## src/rtl/brlink_pkg.sv

```systemverilog
package brlink_pkg;
  typedef enum logic [2:0] {
    BK_JUMP     = 3'd0,
    BK_JUMP_IF  = 3'd1,
    BK_CALL     = 3'd2,
    BK_REG      = 3'd3,
    BK_REG_CALL = 3'd4
  } br_kind_e;

  function automatic logic kind_is_reg(input logic [2:0] k);
    return (k == BK_REG) || (k == BK_REG_CALL);
  endfunction

  function automatic logic kind_is_rel(input logic [2:0] k);
    return (k == BK_JUMP) || (k == BK_JUMP_IF) || (k == BK_CALL);
  endfunction
endpackage

```

## src/rtl/brlink_span_check.sv

```systemverilog
module brlink_span_check #(
  parameter int XLEN      = 32,
  parameter int SPAN_BITS = 12
) (
  input  logic [XLEN-1:0] off,
  output logic            ok
);
  localparam int HI_W = XLEN - SPAN_BITS + 1;

  logic [HI_W-1:0] hi;

  always_comb begin
    hi = off[XLEN-1:SPAN_BITS-1];
    // fits signed SPAN_BITS when sign extension bits agree; must be even
    ok = ((&hi) | ~(|hi)) & ~off[0];
  end
endmodule

```

## src/rtl/brlink_addr.sv

```systemverilog
module brlink_addr #(
  parameter int XLEN       = 32,
  parameter int LONG_STEP  = 4,
  parameter int SHORT_STEP = 2
) (
  input  logic [XLEN-1:0] pc,
  input  logic [XLEN-1:0] off,
  input  logic [XLEN-1:0] rval,
  output logic [XLEN-1:0] rel_tgt,
  output logic [XLEN-1:0] reg_tgt,
  output logic [XLEN-1:0] link_long,
  output logic [XLEN-1:0] link_short
);
  localparam logic [XLEN-1:0] STEP_L = XLEN'(LONG_STEP);
  localparam logic [XLEN-1:0] STEP_S = XLEN'(SHORT_STEP);

  logic [XLEN-1:0] pc_long;
  logic [XLEN-1:0] pc_short;

  always_comb begin
    pc_long    = pc + STEP_L;
    pc_short   = pc + STEP_S;
    rel_tgt    = pc_long + off;
    reg_tgt    = {rval[XLEN-1:1], 1'b0};
    link_long  = {pc_long[XLEN-1:1], 1'b1};
    link_short = {pc_short[XLEN-1:1], 1'b1};
  end
endmodule

```

## src/rtl/brlink_decide.sv

```systemverilog
module brlink_decide
  import brlink_pkg::*;
#(
  parameter int RIDX_W = 4,
  parameter int SP_IDX = 13,
  parameter int PC_IDX = 15
) (
  input  logic [2:0]        kind,
  input  logic              cond_pass,
  input  logic              ok_cond,
  input  logic              ok_jump,
  input  logic              ok_call,
  input  logic [RIDX_W-1:0] ridx,
  input  logic              rbit0,
  output logic              taken,
  output logic              link_we,
  output logic              fault,
  output logic              invalid,
  output logic              use_reg,
  output logic              use_long
);
  localparam logic [RIDX_W-1:0] SP_CODE = RIDX_W'(SP_IDX);
  localparam logic [RIDX_W-1:0] PC_CODE = RIDX_W'(PC_IDX);

  logic bad_idx;
  logic span_ok;
  logic wants;
  logic links;

  always_comb begin
    use_reg  = kind_is_reg(kind);
    use_long = (kind == BK_CALL);
    bad_idx  = (ridx == SP_CODE) || (ridx == PC_CODE);
    span_ok  = 1'b0;
    wants    = 1'b1;
    links    = 1'b0;
    unique case (kind)
      BK_JUMP:     span_ok = ok_jump;
      BK_JUMP_IF:  begin span_ok = ok_cond; wants = cond_pass; end
      BK_CALL:     begin span_ok = ok_call; links = 1'b1; end
      BK_REG:      span_ok = ~bad_idx;
      BK_REG_CALL: begin span_ok = ~bad_idx; links = 1'b1; end
      default:     span_ok = 1'b0;
    endcase
    invalid = ~span_ok;
    fault   = span_ok & use_reg & ~rbit0;
    taken   = span_ok & ~fault & wants;
    link_we = span_ok & ~fault & links;
  end
endmodule

```

## src/rtl/brlink_unit.sv

```systemverilog
module brlink_unit
  import brlink_pkg::*;
#(
  parameter int XLEN       = 32,
  parameter int RIDX_W     = 4,
  parameter int FLAG_W     = 4,
  parameter int COND_BITS  = 9,
  parameter int JUMP_BITS  = 12,
  parameter int CALL_BITS  = 25,
  parameter int SP_IDX     = 13,
  parameter int PC_IDX     = 15,
  parameter int LONG_STEP  = 4,
  parameter int SHORT_STEP = 2
) (
  input  logic              clk,
  input  logic              rst,
  input  logic              in_valid,
  input  logic [2:0]        in_kind,
  input  logic [XLEN-1:0]   in_offset,
  input  logic [XLEN-1:0]   in_rval,
  input  logic [RIDX_W-1:0] in_ridx,
  input  logic [XLEN-1:0]   in_pc,
  input  logic              in_cond_pass,
  input  logic [FLAG_W-1:0] in_flags,
  output logic              out_valid,
  output logic              out_taken,
  output logic [XLEN-1:0]   out_target,
  output logic              out_link_we,
  output logic [XLEN-1:0]   out_link_val,
  output logic              out_tstate,
  output logic              out_fault,
  output logic              out_invalid,
  output logic [FLAG_W-1:0] out_flags
);
  localparam int NSPAN = 3;
  localparam int SPAN_W [NSPAN] = '{COND_BITS, JUMP_BITS, CALL_BITS};

  logic [NSPAN-1:0] span_ok;

  genvar g;
  generate
    for (g = 0; g < NSPAN; g++) begin : g_span
      brlink_span_check #(.XLEN(XLEN), .SPAN_BITS(SPAN_W[g])) u_span (
        .off (in_offset),
        .ok  (span_ok[g])
      );
    end
  endgenerate

  logic [XLEN-1:0] rel_tgt, reg_tgt, link_long, link_short;

  brlink_addr #(.XLEN(XLEN), .LONG_STEP(LONG_STEP), .SHORT_STEP(SHORT_STEP)) u_addr (
    .pc         (in_pc),
    .off        (in_offset),
    .rval       (in_rval),
    .rel_tgt    (rel_tgt),
    .reg_tgt    (reg_tgt),
    .link_long  (link_long),
    .link_short (link_short)
  );

  logic d_taken, d_link_we, d_fault, d_invalid, d_use_reg, d_use_long;

  brlink_decide #(.RIDX_W(RIDX_W), .SP_IDX(SP_IDX), .PC_IDX(PC_IDX)) u_dec (
    .kind      (in_kind),
    .cond_pass (in_cond_pass),
    .ok_cond   (span_ok[0]),
    .ok_jump   (span_ok[1]),
    .ok_call   (span_ok[2]),
    .ridx      (in_ridx),
    .rbit0     (in_rval[0]),
    .taken     (d_taken),
    .link_we   (d_link_we),
    .fault     (d_fault),
    .invalid   (d_invalid),
    .use_reg   (d_use_reg),
    .use_long  (d_use_long)
  );

  // strobes: reset and qualified by the input valid
  always_ff @(posedge clk) begin
    if (rst) begin
      out_valid   <= 1'b0;
      out_taken   <= 1'b0;
      out_link_we <= 1'b0;
      out_fault   <= 1'b0;
      out_invalid <= 1'b0;
    end else begin
      out_valid   <= in_valid;
      out_taken   <= in_valid & d_taken;
      out_link_we <= in_valid & d_link_we;
      out_fault   <= in_valid & d_fault;
      out_invalid <= in_valid & d_invalid;
    end
  end

  // data path: no reset, loads only with an operation
  always_ff @(posedge clk) begin
    if (in_valid) begin
      out_target   <= d_use_reg ? reg_tgt : rel_tgt;
      out_link_val <= d_use_long ? link_long : link_short;
      out_tstate   <= d_use_reg ? in_rval[0] : 1'b1;
      out_flags    <= in_flags;
    end
  end
endmodule

```

## config.mk

```make
export PLATFORM = sky130hd
export DESIGN_NAME = brlink_unit
export DESIGN_NICKNAME = d
export VERILOG_FILES = /design/src/rtl/brlink_pkg.sv /design/src/rtl/brlink_span_check.sv /design/src/rtl/brlink_addr.sv /design/src/rtl/brlink_decide.sv /design/src/rtl/brlink_unit.sv
export SDC_FILE = /design/constraint.sdc
export NUM_CORES = 1
export LEC_CHECK = 0
export BUFFER_PORTS_ARGS = -buffer_cell sky130_fd_sc_hd__buf_2
export CELL_PAD_IN_SITES_DETAIL_PLACEMENT = 1
export CELL_PAD_IN_SITES_GLOBAL_PLACEMENT = 1
export CORE_ASPECT_RATIO = 2
export CORE_UTILIZATION = 41
export CTS_CLUSTER_DIAMETER = 120
export DETAILED_ROUTE_END_ITERATION = 10
export PLACE_DENSITY_LB_ADDON = 0.1
export SLEW_MARGIN = 20
export SYNTH_ARGS = -nofsm -noshare
export SYNTH_HDL_FRONTEND = slang
export SYNTH_SLANG_ARGS = --single-unit
```

## constraint.sdc

```tcl
create_clock -name clk -period 13 [get_ports clk]
set_clock_uncertainty 0.2 [all_clocks]
set_input_delay 2.6 -clock clk [delete_from_list [all_inputs] [get_ports clk]]
set_output_delay 2.6 -clock clk [all_outputs]
set_load 0.05 [all_outputs]
```

==> flow_summary.toml <==
[run_status]
status = "finished with violations"
violations = "DRC"

[timing]
worst_slack_ns = 6.65
tightest_slew_ns = 0.938
hold_viol = 0
period_share_pct = 48.9
maxSlewHeadroom_pct = 37.5
setup_violations = 0
fin_tns_setup_ns = 0
maxSlewViolCount = 0
fin_crit_ns = 6.35
timing.fmax_ghz = 0.157
rsz0062_at_grt = "false"

[synth]
synth_fp_nets = 749
async_flop_share_pct = 0
synth_cell_types = 59
synth_top_family_by_area = "simple AND/OR/NAND/NOR gates"
yosys.area.top_type = "edfxtp_1"
synth_seq_cells = 73
ys_seq_area_share_pct = 38.6
avgSynthCellArea_um2 = 9.20
yosys_warnings = 0
synthCells = 604
synthMuxAreaShare_pct = 1.17
synth_compound_area_share_pct = 16.4
synth.area.top_cells = "edfxtp_1 37%, ha_1 7.4%, xnor2_1 7.3%"
synth_flop_cell = "edfxtp_1"
synth_top_area_share_pct = 36.8
synth_edf_count = 68
synth_xor_area_share_pct = 12.1
yosys.area_share.simple_pct = 21.3
synthAdderAreaFrac_pct = 7.79
syn_area_um2 = 5560

[clocking]
cts_setup_buffers = 0
clock-sinks = 73
h-tree-depth = 3
cts.repair.resized = 0
tritoncts = "yes"
holdBufCountCts = 0
clk_pin_slew_ns = 0.06
numCtsBuffers = 9
cts_buffer_depth = 2
clockRootBuffer = "clkbuf_16"

[setup_path]
start_kind = "primary input"
endpoint_kind = "flip-flop"
path_class = "primary input to flip-flop"
crit_required_ns = 12.89
worstPathMaxFanout = 7
crit_arrival_ns = 6.25

[finish]
fin_nets = 923
diodes = 0
fillerInstances = 1600
utilization_pct = 52.6
final_common_cell = "buf_2"
multi_input_area_um2 = 3280
drive_gt1_share_pct = 27.3
instances_no_fill = 935
fin_area_um2 = 6920
syn2layout_area_growth_pct = 24.5
seq_area_um2 = 2140
final_cell_mix = "182 x buf_2, 77 x nand2_1, 68 x edfxtp_1"

[global_routing]
grt_pass1_wl_mm = 29.3
grt_usage_pct = 27.2
grt_pass1_vias = 5750
grt_max_degree = 70
gr-total-overflow = 0
antenna_found_initial = 0

[placed_design]
pre_cts_slack_ns = 6.32
placedInstanceArea_um2 = 6600
dp_hpwl_mm = 15.3
portBuffers = 182
placed_cells = 919
gp_congestion = 0.859

[power_and_ir_drop]
switching_share_pct = 36.7
p_int_w = 0.000545
power_frac_seq_pct = 34.5
ir_worst_vdd_v = 0.0000644
clkPwrFrac_pct = 31.7
comb_power_share_pct = 33.8
p_switching_w = 0.000315
power_density_nw_per_um2 = 124
p_leak_nw = 2.91

[route]
routedWlPerCell_um = 19.9
dr.pass1.iters = 7
wl_mm = 18.6
vias = 5383
drcViolationCount = 11
ant_nets = 0
vias_per_cell = 5.76
drtIter0Drc = 208

[floorplan]
start_util_pct = 42.3
die_area_um2 = 14000
core_um2 = 13100
die_x_um = 84.3
pin_count = 185
num_rows = 59
die_y_um = 167

[flow_run]
cap_violations = 0

[worst_hold_path]
hold_path_class = "primary input to flip-flop"
[cell usage after synthesis, drive strengths merged, types with 3 or more instances]
cell type / n
o21ai: 38
mux2: 4
and2: 4
buf: 5
xnor2: 46
nor2: 46
a211oi: 6
a211o: 6
o31ai: 9
clkbuf: 16
inv: 15
dfxtp: 5
nand3: 27
o21bai: 7
a31oi: 4
ha: 33
or3: 5
nor4: 8
o21a: 10
nand4: 16
nor2b: 3
xor2: 31
and4: 6
nand2b: 5
nor3: 26
nand2: 77
a21oi: 28
a21o: 15
and3: 7
edfxtp: 68
o211ai: 3
[per-stage QoR]
step | total power [W] | hold slack, ns
after global placement | 0.000587 | 2.58
after CTS | 0.000867 | 2.23
final | 0.000860 | 2.24
after detailed placement | 0.000593 | 2.58
after global routing | 0.000895 | 2.23
after floorplan | 0.000503 | 2.49
[per-layer routing]
| metal | GRT usage [%] | vias up | wire length [µm] |
|---|---|---|---|
| met5 | 0 | - | 0 |
| met4 | 12.2 | 0 | 720 |
| met3 | 4.26 | 41 | 714 |
| met2 | 56.3 | 161 | 11100 |
| met1 | 24.6 | 2602 | 6030 |
| li1 | - | 2579 | - |
[kinds of logic after synthesis]
logic type,after synthesis
AND/OR/NAND/NOR,238
adder cells (fa/ha/maj),34
flip-flops,73
XOR/XNOR,77
AO/OA/AOI/OAI,139
other,1
multiplexers,6
buffers and inverters,36
[area by class of cell]
class | count | area share (%)
timing repair buffer | 184 | 13.4
clock buffer | 10 | 3.31
sequential | 73 | 31.0
inverter | 15 | 0.814
tap | 152 | 2.75
multi-input combinational | 495 | 47.4
clock inverter | 6 | 1.32
[final timing paths]
kind	startpoint	endpoint	slack (ns)	depth (start not counted)
max	in_pc[5]	out_target[31]	6.65	15
min	in_flags[1]	out_flags[1]	2.24	1
[critical path, stage by stage]
cell	delay [ns]
buf_2	0.17
and4_1	0.25
and3_1	0.29
inv_1	0.07
nor2_1	0.21
nand3_1	0.25
xnor2_1	0.22
ha_1	0.41
o21ai_0	0.13
o21ai_1	0.38
o311ai_1	0.20
a211o_1	0.39
a31oi_2	0.29
o211ai_1	0.14
a22o_1	0.23
[state kept, by name, indices dropped and copies added (netlist names)]
signal	count
out_target	32
out_link_val	31
out_flags	4
out_fault	1
out_invalid	1
out_link_we	1
out_taken	1
out_tstate	1
out_valid	1
[power groups by stage]
stage | Clock, W | Combinational (W) | Sequential [W]
global placement | 0 | 0.000286 | 0.000301
CTS | 0.000277 | 0.000293 | 0.000297
global route | 0.000286 | 0.000310 | 0.000299
detailed placement | 0 | 0.000292 | 0.000302
finish | 0.000273 | 0.000291 | 0.000297
floorplan | 0 | 0.000108 | 0.000395
Note: power is estimated with default switching activity, not from simulation.
